File: config.mk
export PLATFORM = sky130hd
export DESIGN_NAME = vec_issue_seq
export DESIGN_NICKNAME = d
export VERILOG_FILES = /design/src/rtl/vseq_pkg.sv /design/src/rtl/vseq_lane_pick.sv /design/src/rtl/vseq_reg_map.sv /design/src/rtl/vseq_hold.sv /design/src/rtl/vec_issue_seq.sv
export SDC_FILE = /design/constraint.sdc
export NUM_CORES = 1
export LEC_CHECK = 0
export ABC_CLOCK_PERIOD_IN_PS = 8950
export CORE_MARGIN = 2
export CORE_UTILIZATION = 40
export CTS_CLUSTER_DIAMETER = 200
export DETAILED_ROUTE_END_ITERATION = 7
export DONT_BUFFER_PORTS = 1
export PLACE_DENSITY = 0.61
export SYNTH_ARGS = -nofsm -noshare
export SYNTH_HDL_FRONTEND = slang
export SYNTH_SLANG_ARGS = --single-unit
export TNS_END_PERCENT = 30
File: constraint.sdc
create_clock -name clk -period 8.95 [get_ports clk]
set_input_delay 0.895 -clock clk [delete_from_list [all_inputs] [get_ports clk]]
set_output_delay 0.895 -clock clk [all_outputs]
set_load 0.1 [all_outputs]
File: src/rtl/vseq_pkg.sv
package vseq_pkg;

    // Architectural widths shared by every unit of the sequencer
    localparam int REG_W = 5;
    localparam int OP_W  = 8;

    // Operation header kept while its elements are being issued
    typedef struct packed {
        logic [OP_W-1:0]  opc;
        logic [REG_W-1:0] rd;
        logic [REG_W-1:0] rs1;
        logic [REG_W-1:0] rs2;
        logic             vrd;
        logic             vrs1;
        logic             vrs2;
    } vop_t;

    // Register number for one element: vector operands step, scalars stay
    function automatic logic [REG_W-1:0] step_reg(
        input logic [REG_W-1:0] base,
        input logic             is_vec,
        input logic [REG_W-1:0] ofs
    );
        return is_vec ? (base + ofs) : base;
    endfunction

    // True when no operand is a vector
    function automatic logic all_scalar(input vop_t op);
        return !(op.vrd || op.vrs1 || op.vrs2);
    endfunction

endpackage

File: src/rtl/vseq_lane_pick.sv
module vseq_lane_pick #(
    parameter int LANES = 4,
    parameter int XLEN  = 64,
    localparam int IDX_W = $clog2(XLEN)
) (
    input  logic [XLEN-1:0]        pend,
    output logic [LANES-1:0]       lane_vld,
    output logic [LANES*IDX_W-1:0] lane_idx,
    output logic [XLEN-1:0]        taken,
    output logic                   last_grp
);

    // Each lane peels off the lowest set bit left by the lanes before it
    for (genvar k = 0; k < LANES; k++) begin : g_lane
        logic [XLEN-1:0]  rem_in;
        logic [XLEN-1:0]  hot;
        logic [XLEN-1:0]  rem_out;
        logic [IDX_W-1:0] enc;

        if (k == 0) begin : g_first
            assign rem_in = pend;
        end else begin : g_next
            assign rem_in = g_lane[k-1].rem_out;
        end

        assign hot     = rem_in & (~rem_in + XLEN'(1));
        assign rem_out = rem_in & ~hot;
        assign lane_vld[k] = |rem_in;

        always_comb begin
            enc = '0;
            for (int b = 0; b < XLEN; b++) begin
                if (hot[b]) enc = IDX_W'(b);
            end
        end

        assign lane_idx[k*IDX_W +: IDX_W] = enc;
    end

    assign taken    = pend & ~g_lane[LANES-1].rem_out;
    assign last_grp = ~|g_lane[LANES-1].rem_out;

endmodule

File: src/rtl/vseq_reg_map.sv
module vseq_reg_map
    import vseq_pkg::*;
#(
    parameter int LANES = 4,
    parameter int IDX_W = 6
) (
    input  vop_t                   op,
    input  logic [LANES*IDX_W-1:0] lane_idx,
    output logic [LANES*REG_W-1:0] rd_o,
    output logic [LANES*REG_W-1:0] rs1_o,
    output logic [LANES*REG_W-1:0] rs2_o
);

    for (genvar k = 0; k < LANES; k++) begin : g_map
        logic [REG_W-1:0] ofs;
        assign ofs = REG_W'(lane_idx[k*IDX_W +: IDX_W]);
        assign rd_o [k*REG_W +: REG_W] = step_reg(op.rd,  op.vrd,  ofs);
        assign rs1_o[k*REG_W +: REG_W] = step_reg(op.rs1, op.vrs1, ofs);
        assign rs2_o[k*REG_W +: REG_W] = step_reg(op.rs2, op.vrs2, ofs);
    end

endmodule

File: src/rtl/vseq_hold.sv
module vseq_hold
    import vseq_pkg::*;
#(
    parameter int XLEN = 64
) (
    input  logic            clk,
    input  logic            rst,
    input  logic            load,
    input  logic            adv,
    input  vop_t            load_op,
    input  logic [XLEN-1:0] load_mask,
    input  logic [XLEN-1:0] taken,
    output logic            busy,
    output vop_t            op,
    output logic [XLEN-1:0] pend
);

    logic [XLEN-1:0] left;
    assign left = pend & ~taken;

    always_ff @(posedge clk) begin
        if (rst) begin
            busy <= 1'b0;
            pend <= '0;
            op   <= '0;
        end else if (load) begin
            op   <= load_op;
            pend <= load_mask;
            busy <= |load_mask;
        end else if (adv) begin
            pend <= left;
            busy <= |left;
        end
    end

endmodule

File: src/rtl/vec_issue_seq.sv
module vec_issue_seq
    import vseq_pkg::*;
#(
    parameter int LANES = 4,
    parameter int XLEN  = 64,
    localparam int VL_W  = $clog2(XLEN + 1),
    localparam int IDX_W = $clog2(XLEN)
) (
    input  logic                   clk,
    input  logic                   rst,
    input  logic                   in_valid,
    output logic                   in_ready,
    input  logic [OP_W-1:0]        in_op,
    input  logic [REG_W-1:0]       in_rd,
    input  logic [REG_W-1:0]       in_rs1,
    input  logic [REG_W-1:0]       in_rs2,
    input  logic                   in_vrd,
    input  logic                   in_vrs1,
    input  logic                   in_vrs2,
    input  logic [VL_W-1:0]        in_vl,
    input  logic [XLEN-1:0]        in_mask,
    output logic                   iss_valid,
    input  logic                   iss_ready,
    output logic [OP_W-1:0]        iss_op,
    output logic [LANES-1:0]       iss_lane_vld,
    output logic [LANES*IDX_W-1:0] iss_idx,
    output logic [LANES*REG_W-1:0] iss_rd,
    output logic [LANES*REG_W-1:0] iss_rs1,
    output logic [LANES*REG_W-1:0] iss_rs2
);

    vop_t            new_op;
    vop_t            cur_op;
    logic            busy;
    logic [XLEN-1:0] pend;
    logic [XLEN-1:0] taken;
    logic [XLEN-1:0] eff_mask;
    logic [XLEN-1:0] vl_win;
    logic [VL_W-1:0] vl_c;
    logic            last_grp;
    logic            accept;
    logic            fire;

    assign new_op = '{opc: in_op, rd: in_rd, rs1: in_rs1, rs2: in_rs2,
                      vrd: in_vrd, vrs1: in_vrs1, vrs2: in_vrs2};

    // Clamp the length to the mask width, then open the element window
    assign vl_c = (in_vl > VL_W'(XLEN)) ? VL_W'(XLEN) : in_vl;

    always_comb begin
        vl_win = '0;
        for (int i = 0; i < XLEN; i++) begin
            vl_win[i] = (i < int'(vl_c));
        end
    end

    // All-scalar operations collapse to one unconditional element 0
    assign eff_mask = all_scalar(new_op) ? XLEN'(1) : (in_mask & vl_win);

    assign fire     = iss_valid & iss_ready;
    assign in_ready = ~busy | (iss_ready & last_grp);
    assign accept   = in_valid & in_ready;

    vseq_hold #(.XLEN(XLEN)) u_hold (
        .clk       (clk),
        .rst       (rst),
        .load      (accept),
        .adv       (fire),
        .load_op   (new_op),
        .load_mask (eff_mask),
        .taken     (taken),
        .busy      (busy),
        .op        (cur_op),
        .pend      (pend)
    );

    vseq_lane_pick #(.LANES(LANES), .XLEN(XLEN)) u_pick (
        .pend     (pend),
        .lane_vld (iss_lane_vld),
        .lane_idx (iss_idx),
        .taken    (taken),
        .last_grp (last_grp)
    );

    vseq_reg_map #(.LANES(LANES), .IDX_W(IDX_W)) u_map (
        .op       (cur_op),
        .lane_idx (iss_idx),
        .rd_o     (iss_rd),
        .rs1_o    (iss_rs1),
        .rs2_o    (iss_rs2)
    );

    assign iss_valid = busy;
    assign iss_op    = cur_op.opc;

endmodule

**After elaboration in Yosys (flattened, before gate mapping)**

Cells that the tools add are included.

- $add $sub $neg: 16
- $lt $le $gt $ge: 65
- Mux-type cells: 270
- Bitwise operators: 26
- Reduce and logical (&&, ||, !) cells: 11

Operators with widths:

| kind | count |
|---|---|
| 6-bit 2-to-1 mux | 128 |
| 64-bit AND | 11 |
| 64-bit NOT | 10 |
| 64-bit OR reduction | 7 |
| 5-bit 2-to-1 mux | 76 |
| 64-bit by 1-bit adder with 64-bit output (second input constant) | 4 |
| 6-bit by 7-bit less-than comparator with 1-bit output (first input constant) | 32 |
| 64-bit 2-to-1 mux | 3 |
| 4-bit 2-to-1 mux | 32 |
| 5-bit by 7-bit less-than comparator with 1-bit output (first input constant) | 16 |
| 5-bit adder | 12 |
| 4-bit by 7-bit less-than comparator with 1-bit output (first input constant) | 8 |
| 3-bit 2-to-1 mux | 16 |
| 3-bit by 7-bit less-than comparator with 1-bit output (first input constant) | 4 |
| 2-bit 2-to-1 mux | 8 |
| 1-bit by 7-bit less-than comparator with 1-bit output (first input constant) | 2 |
| 2-bit by 7-bit less-than comparator with 1-bit output (first input constant) | 2 |
| 7-bit greater-than comparator (second input constant) | 1 |
| 7-bit 2-to-1 mux | 1 |
| 1-bit 2-to-1 mux | 6 |
| 1-bit AND | 3 |
| 1-bit logical OR | 2 |
| 2-bit nonzero test | 1 |
| 1-bit zero test | 1 |
| 2 further kinds | 2 |

- Bits in registers: 91
- Bits of input ports: 101

**Longest topological paths before layout**

Gate-level depths: netlist of the first run.

- Word-level depth: 83
- Depth in mapped cells: 31
- Depth with buffers taken out: 25

**By module**

Synthesis of the first run repeated with hierarchy kept, for this count alone.

- Cells, all modules: 2608
- Area, all modules: 16958.8 µm²

Modules (own cells, without submodules):

| module | instances | cells an instance | area an instance (µm²) |
|---|---|---|---|
| vseq_lane_pick | 1 | 1518 | 8803.4 |
| vseq_hold | 1 | 546 | 4315.4 |
| vseq_reg_map | 1 | 379 | 2790.2 |
| vec_issue_seq | 1 | 165 | 1049.8 |

**Worst setup path after synthesis of the first run**

No wires, ideal clock.

- Path kind: register -> output
- Start: register u_hold.pend[2]
- End: output port iss_rd[19]
- Arrival time: 9.413 ns
- Required time: 8.055 ns
- Path slack: -1.358 ns
- Cell stages (with the launch flop): 27
- Path buffers: 6
- Path through: dfxtp_1 > buf_2 > or4_1 > buf_2 > o41a_1 > a211o_4 > nor4_4 > and2_1 > buf_4 > nand3_4 > buf_6 > o41a_1 > nor4_2 > nand3_2 > o311a_4 > a2111oi_4 > and4_1 > buf_4 > buf_4 > nand2_1 > o2111ai_1 > fa_1 > a21o_1 > a21oi_1 > xnor2_1 > nand2_1 > xnor2_1

- Cells in the longest elaborated chain, start to end: 82

RTL lines:

| what | line | text |
|---|---|---|
| start, declared | vseq_hold.sv:15 | `output logic [XLEN-1:0] pend` |
| start signal, assigned | vseq_hold.sv:28 | `pend <= load_mask;` |
| start signal, assigned | vseq_hold.sv:31 | `pend <= left;` |
| 64-bit NOT | vseq_lane_pick.sv:26 | `assign hot = rem_in & (~rem_in + XLEN'(1));` |
| 64-bit by 1-bit adder with 64-bit output | vseq_lane_pick.sv:26 |  |
| 64-bit AND | vseq_lane_pick.sv:26 |  |
| 64-bit NOT | vseq_lane_pick.sv:27 | `assign rem_out = rem_in & ~hot;` |
| 64-bit AND (*) | vseq_lane_pick.sv:27 |  |
| 64-bit NOT | vseq_lane_pick.sv:26 |  |
| 64-bit by 1-bit adder with 64-bit output | vseq_lane_pick.sv:26 |  |
| 64-bit AND | vseq_lane_pick.sv:26 |  |
| [... 12 more ...] | - |  |
| 3-bit 2-to-1 mux (4 in series) | vseq_lane_pick.sv:33 | `if (hot[b]) enc = IDX_W'(b);` |
| 4-bit 2-to-1 mux (8 in series) | vseq_lane_pick.sv:33 |  |
| 5-bit 2-to-1 mux (16 in series) | vseq_lane_pick.sv:33 |  |
| 6-bit 2-to-1 mux (31 in series) | vseq_lane_pick.sv:33 |  |
| 6-bit 2-to-1 mux (*) | vseq_lane_pick.sv:33 |  |
| net iss_idx[19] | vec_issue_seq.sv:26 | `output logic [LANES*IDX_W-1:0] iss_idx,` |
| 5-bit adder (*) | vseq_pkg.sv:24 | `return is_vec ? (base + ofs) : base;` |
| 5-bit 2-to-1 mux (*) | vseq_pkg.sv:24 |  |
| end, declared | vec_issue_seq.sv:27 | `output logic [LANES*REG_W-1:0] iss_rd,` |

The timed path passes the listed nets; every way through them passes the cells marked *.

**Worst setup path in the final report of the first run**

- Start: register u_hold.pend[22]
- End: output port iss_rs1[18]

- Cells in the longest elaborated chain, start to end: 62

RTL lines:

| what | line | text |
|---|---|---|
| 64-bit NOT | vseq_lane_pick.sv:26 |  |
| 64-bit by 1-bit adder with 64-bit output | vseq_lane_pick.sv:26 |  |
| 64-bit AND | vseq_lane_pick.sv:26 |  |
| 64-bit NOT | vseq_lane_pick.sv:27 |  |
| 64-bit AND (*) | vseq_lane_pick.sv:27 |  |
| 64-bit NOT | vseq_lane_pick.sv:26 |  |
| 64-bit by 1-bit adder with 64-bit output | vseq_lane_pick.sv:26 |  |
| 64-bit AND | vseq_lane_pick.sv:26 |  |
| [... 7 more ...] | - |  |
| 64-bit NOT | vseq_lane_pick.sv:26 |  |
| 64-bit by 1-bit adder with 64-bit output | vseq_lane_pick.sv:26 |  |
| 64-bit AND (*) | vseq_lane_pick.sv:26 |  |
| 5-bit 2-to-1 mux (10 in series) | vseq_lane_pick.sv:33 |  |
| 6-bit 2-to-1 mux (31 in series) | vseq_lane_pick.sv:33 |  |
| 6-bit 2-to-1 mux (*) | vseq_lane_pick.sv:33 |  |
| 5-bit adder (*) | vseq_pkg.sv:24 |  |
| 5-bit 2-to-1 mux (*) | vseq_pkg.sv:24 |  |
| end, declared | vec_issue_seq.sv:28 | `output logic [LANES*REG_W-1:0] iss_rs1,` |

Mark *: on every way between the ends. The rest lies on a longest branch, timed or not.

==> flow_summary.toml, run 1 <==
[floorplan]
die_x_um = 206
ios = 199
core_area_um2 = 39900
die-area_um2 = 42300
start_util_pct = 40.8
dieHeight_um = 206
core.rowCount = 73

[worst_setup_path]
slowest_delay_ns = 0.66
r2r_setup_slack_ns = 0.97
worst-path-buf-inv = 1
worstRegToRegCells = 21
cpLargestDelayFamily = "simple AND/OR/NAND/NOR gates"
worst-path-stages = 24
crit_type = "register to output port"
endpoint_kind = "output port"
critPathSlowestCell = "or4_1"
crit_arrival_ns = 7.75
worstPathRequired_ns = 8.06
path_common_cell = "nand2_1"
cp_cell_sequence = "or4_1, or4_4, nor2_8, nand2_1, maj3_2, or3_1, o31a_1, or2_1, or3_1, o311a_4, a2111oi_4, and4_2, nand3_1, nor2_1, and2_1, nand2b_1, o2111ai_4, ha_1, a21o_1, a21oi_1, xnor2_1, nand2_1, nand2_1, buf_12"
path_max_fanout = 12
crit_path_start_kind = "register"

[logic_synthesis]
syn_area_um2 = 16300
syn_avg_cell_area_um2 = 6.52
ys_seq_elements = 91
synth_edf_count = 0
netlist.area_leader.share_pct = 11.2
synth.area.top_cells = "dfxtp_1 (11%), a21oi_1 (7.9%), nand2_1 (7.5%)"
async_flop_share_pct = 0
syn-num-nets = 2656
synth_cells = 2495
yosys_warnings = 0
ys_seq_area_share_pct = 11.2
ys.flop_type = "dfxtp_1"
yosysTopAreaCell = "dfxtp_1"
ys_types = 103

[timing]
final.setup_skew_ns = 0.0211
hold_violations = 0
slew_viol_final = 0
max_freq_ghz = 0.116
max_slew_margin_pct = 20.7
setup_viol = 0
fin_crit_sh_pct = 96.6
worstMarginPinSlew_ns = 1.19
min_period_ns = 8.65
rsz0062_at_grt = "no"

[placement]
dp.cells = 3002
dp_hpwl_um = 66800
io_buffers = 0
place.gp.congestion = 1.07

[power_and_ir_drop]
p_leak_nw = 7.39
p_int_w = 0.00163
switching_share_pct = 61.0
p_sw_w = 0.00255
seq_power_share_pct = 12.8
total_power_w = 0.00417
vdd_drop_max_mv = 0.135
power_frac_clock_pct = 9.4
combPwrFrac_pct = 77.8
powerDensity_nw_per_um2 = 223

[run_status]
outcome = "finished clean"

[flow_run]
cap_violations = 0

[cells_and_area]
nets = 2653
areaGrowthSynthToFinish_pct = 15.2
layout-drive-gt1-share_pct = 14.5
layoutNonFillerInstCount = 3042

[global_route]
grt_pass1_vias = 19100
grt_max_degree = 106
gr-total-overflow = 0
grt_pass1_wl_um = 122000
globalRouteTotalUtil_pct = 37.9
antenna_found_initial = 29

[routing]
drc = 0
wire_per_inst_um = 27.3
drt-vias-per-instance = 6.89
postRouteAntennaNets = 0
totalWireLength_um = 83000
first_pass_iters = 6
vias = 21000
initialDrtViolationCount = 2605

[clock_tree]
h-tree-depth = 3
clkLatencyLatePin_ns = 0.38
clk_pin_slew_ns = 0.09
cts.sinks = 91
cts_root_buf = "clkbuf_16"
cts_tree = "done"
cts_buffer_depth = 2
postCtsHoldBufs = 0
cts_made_buffers = 9

[min_path]
hp-class = "register to register"
holdPathStages = 2
==> cell families (layout without fill, tap and decap cells) <==
logic type                 count (synthesis)  in the layout  share of synthesized area (%)
and+or+nand+nor                         1070           1070                           32.5
AOI/OAI and AO/OA                        916            916                           39.2
buffers and inverters                    271            273                           6.96
DFF                                       91             91                           11.2
adders and majority gates                 87             87                           6.85
xor gates and xnor gates                  56             56                           3.02
muxes                                      4              4                          0.262
other                                      0             20                              0
==> worst reg2reg max path, stage by stage (launching register included) <==
cell       delay (ns)
dfxtp_1          0.39
buf_4            0.21
o41a_1           0.47
or3_1            0.39
o21ai_2          0.34
o21a_2           0.32
buf_4            0.31
a21oi_1          0.11
o41ai_1          0.74
buf_4            0.24
a21oi_1          0.09
nor4bb_1         0.46
o221ai_1         0.26
a2111oi_0        0.45
nand4_1          0.18
nand4b_1         0.25
or4_1            0.63
a2111oi_4        0.47
nand4_4          0.17
buf_4            0.29
and3_1           0.21
a2111oi_0        0.77
==> per-stage QoR <==
stage          util (%)  instance area, um^2  hold slack [ns]  setup TNS, ns  setup slack (ns)
2_1_floorplan         -                16300            0.444          -1.33            -0.489
3_3_place_gp       45.8                18300            0.529              0             0.460
3_5_place_dp       45.8                18300            0.559              0             0.343
4_1_cts            46.5                18600            0.574              0           0.00200
5_1_grt            46.9                18700            0.582              0           0.00613
6_report           47.0                18700            0.570              0             0.302
==> power groups by stage <==
stage	sequential (W)	clock [W]	combinational, W
floorplan	0.000468	0	0.00220
global placement	0.000535	0	0.00315
detailed placement	0.000537	0	0.00315
CTS	0.000528	0.000389	0.00316
global route	0.000538	0.000407	0.00341
finish	0.000533	0.000391	0.00325
==> final cells by class <==
class	instances	area, um^2
Antenna cell	20	50.0
Clock inverter	6	47.5
Inverter	55	206
Clock buffer	10	229
Tap cell	525	657
Sequential cell	91	1820
Multi-Input combinational cell	2133	13700
Fill cell	4130	21200
Timing Repair Buffer	202	2040
==> synthesized netlist by cell type (24+ instances only) <==
library cell	instances
inv_1	54
and3_1	27
nand2_1	323
or2_2	29
nand3_1	121
clkbuf_1	169
nand2b_1	34
ha_1	48
a21oi_1	257
nor2_1	247
nor3_1	70
and2_1	28
o22ai_1	24
a31oi_1	38
o21ai_0	154
o211ai_1	36
a21bo_1	30
nand4_1	32
dfxtp_1	91
xnor2_1	53
a21o_1	44
maj3_1	25
nor4_1	37
a211oi_1	24
==> layer usage <==
layer | global-route usage (%) | wire length (um) | up-vias
li1 | - | - | 9415
met1 | 46.7 | 32100 | 10000
met2 | 60.3 | 36900 | 1230
met3 | 10.5 | 8950 | 281
met4 | 19.0 | 4880 | 22
met5 | 0 | 149 | -
==> repair_timing <==
action,CTS,global route
endpoints found under the setup margin,6,15
resized for setup,3,25
endpoints found under the hold margin,0,0
pin swaps,0,4
setup buffers,0,4
gates cloned,0,0
==> sequential cells by signal, summed over array words and instances, names as in the netlist <==
signal       count
u_hold.busy      1
u_hold.pend     64
u_hold.op       26
==> final timing paths <==
kind / start / to
setup / recovery: u_hold.pend[22]$_SDFFE_PP0P_ / iss_rs1[18]
hold / removal: u_hold.pend[2]$_SDFFE_PP0P_ / u_hold.pend[2]$_SDFFE_PP0P_
setup reg to reg: u_hold.pend[2]$_SDFFE_PP0P_ / u_hold.pend[28]$_SDFFE_PP0P_
hold reg to reg: u_hold.pend[2]$_SDFFE_PP0P_ / u_hold.pend[2]$_SDFFE_PP0P_
==> layout by cell type, fill, tap and decap left out, types with 41 or more instances in the layout <==
cell type | Yosys | final
a21o_1 | 44 | 44
a21oi_1 | 257 | 245
buf_4 | 12 | 163
dfxtp_1 | 91 | 90
ha_1 | 48 | 48
inv_1 | 54 | 54
nand2_1 | 323 | 320
nand3_1 | 121 | 121
nor2_1 | 247 | 246
nor3_1 | 70 | 69
o21ai_0 | 154 | 150
xnor2_1 | 53 | 41
(Power assumes the default switching activity.)
==> inputs of run 2 (changes only) <==
--- a/config.mk
+++ b/config.mk
@@ -12,6 +12,7 @@
 export DETAILED_ROUTE_END_ITERATION = 7
 export DONT_BUFFER_PORTS = 1
 export PLACE_DENSITY = 0.61
+export RECOVER_POWER = 50
 export SYNTH_ARGS = -nofsm -noshare
 export SYNTH_HDL_FRONTEND = slang
 export SYNTH_SLANG_ARGS = --single-unit
==> run 2 against run 1 <==
Effect of this change: the flow now finishes with violations (capacitance limit, slew limit); global-route usage is the same; sequential power is essentially flat; clock skew shrank 0.0050 ns; power shrank 1.1%; non-clock buffer count is the same; highest routed layer unchanged.
==> flow_summary.toml, run 2 (synthesized netlist as in run 1, its figures left out) <==
[worst_setup_path]
crit_arrival_ns = 8.90
endpoint_kind = "register"
worstPathRequired_ns = 9.10
path_max_fanout = 39
crit_path_start_kind = "register"
crit_type = "register to register"

[placement]
place.gp.congestion = 1.07
pre_cts_ws_ns = 0.343
dp_hpwl_um = 66800
io_buffers = 0
place_area_um2 = 18300
dp.cells = 3002

[routing]
drt-vias-per-instance = 6.88
vias = 20900
drc = 0
totalWireLength_um = 82900
postRouteAntennaNets = 0
wire_per_inst_um = 27.3
first_pass_iters = 8
initialDrtViolationCount = 2765

[cells_and_area]
stdcell_area_um2 = 18600
layout-drive-gt1-share_pct = 13.3
largest-register = "u_hold.pend"
largest_reg_flops = 64
final_cell_mix = "nand2_1 (320), a21oi_1 (248), nor2_1 (246)"
layoutNonFillerInstCount = 3038
nets = 2653
areaGrowthSynthToFinish_pct = 14.1
final_common_cell = "nand2_1"
top_regs = "u_hold.pend (64), u_hold.op (26), u_hold.busy (1)"

[clock_tree]
cts_buffer_depth = 2
cts_made_buffers = 9
postCtsHoldBufs = 0
cts_root_buf = "clkbuf_16"
clkLatencyLatePin_ns = 0.38
h-tree-depth = 3
cts_tree = "done"
cts.sinks = 91
clk_pin_slew_ns = 0.08

[global_route]
grt_max_degree = 106
gr-total-overflow = 0
grt_pass1_wl_um = 122000
grt_pass1_vias = 19100
antenna_found_initial = 29
globalRouteTotalUtil_pct = 37.9

[timing]
hold_violations = 0
setup_viol = 0
whs_ns = 0.570
min_period_ns = 8.75
max_freq_ghz = 0.114
worstMarginPinSlew_ns = 4.67
max_slew_margin_pct = -214
rsz0062_at_grt = "no"
finalWorstSetupSlack_ns = 0.204
slew_viol_final = 68
fin_crit_sh_pct = 97.7
final.setup_skew_ns = 0.0161

[power_and_ir_drop]
vdd_drop_max_mv = 0.133
powerDensity_nw_per_um2 = 222
total_power_w = 0.00413
p_leak_nw = 7.27

[floorplan]
ios = 199
start_util_pct = 40.8
core_area_um2 = 39900
die-area_um2 = 42300
core.rowCount = 73
die_x_um = 206
dieHeight_um = 206

[run_status]
outcome = "finished, violations left"
violations = "capacitance limit, slew limit"

[min_path]
hp-class = "register to register"

[flow_run]
cap_violations = 9
==> run 2: cell count changes in the layout (fill, tap and decap cells not counted) <==
| cell | before | now |
|---|---|---|
| clkbuf_1 | 1 | 27 |
| buf_16 | 5 | 4 |
| nand4_4 | 1 | 0 |
| clkbuf_2 | 0 | 4 |
| o21ai_0 | 150 | 152 |
| diode_2 | 20 | 16 |
| nand4_1 | 32 | 33 |
| o21ai_2 | 6 | 5 |
| o21ai_4 | 1 | 0 |
| a21oi_2 | 12 | 9 |
| buf_4 | 163 | 134 |
| a21oi_1 | 245 | 248 |
==> run 2: where the power goes <==
group / leakage [nW] / switching [W] / internal [W]
logic: 6.38 / 0.00224 / 0.000959
registers: 0.749 / 0.0000967 / 0.000436
clock network: 0.139 / 0.000198 / 0.000193
total: 7.27 / 0.00254 / 0.00159
==> run 2: final cells by class <==
type	instances	area, um^2
antenna	16	40.0
clock buffer	10	229
clock inverter	6	47.5
fill	4171	21400
inverter	55	206
multi-input combinational	2133	13600
sequential	91	1820
tap	525	657
timing repair buffer	202	1910
==> run 2: what timing repair did <==
action | CTS | global route
endpoints found under the setup margin | 6 | 15
resized for setup | 3 | 25
hold endpoints to repair | 0 | 0
pin swaps | 0 | 4
cloned | 0 | 0
buffers inserted | 0 | 4
==> run 2: worst max-delay path, cell delays in order (launching register included) <==
cell and delay (ns):
dfxtp_1 0.38, buf_4 0.21, o41a_1 0.46, or3_1 0.39
o21ai_2 0.35, o21a_2 0.32, buf_4 0.31, a21oi_1 0.11
o41ai_1 0.76, clkbuf_1 0.21, a21oi_1 0.11, nor4bb_1 0.45
o221ai_1 0.25, a2111oi_0 0.45, nand4_1 0.20, nand4b_1 0.26
or4_1 0.63, a2111oi_4 0.42, nand4_1 0.26, clkbuf_1 0.73
nand2_1 0.84, a2111oi_0 0.39
==> run 2: worst paths after layout <==
kind / slack (ns) / cells past startpoint / startpoint / end
worst max-delay path: 0.20 / 21 / u_hold.pend[2]$_SDFFE_PP0P_ / u_hold.pend[28]$_SDFFE_PP0P_
worst min-delay path: 0.57 / 2 / u_hold.pend[2]$_SDFFE_PP0P_ / u_hold.pend[2]$_SDFFE_PP0P_
worst max register to register: 0.20 / 21 / u_hold.pend[2]$_SDFFE_PP0P_ / u_hold.pend[28]$_SDFFE_PP0P_
worst min register to register: 0.57 / 2 / u_hold.pend[2]$_SDFFE_PP0P_ / u_hold.pend[2]$_SDFFE_PP0P_
==> run 2: per-layer routing <==
layer	GRT usage [%]	part of all wire [%]	vias to the layer above
li1	-	-	9426
met4	19.0	6.1	28
met1	46.7	39	10000
met3	10.5	10	302
met2	60.3	44	1123
met5	0	0.22	-
==> run 2: through the flow <==
stage               TNS [ns]  utilization [%]
floorplan              -1.33                -
global placement           0             45.8
detailed placement         0             45.8
CTS                        0             46.5
global route               0             46.4
finish                     0             46.5
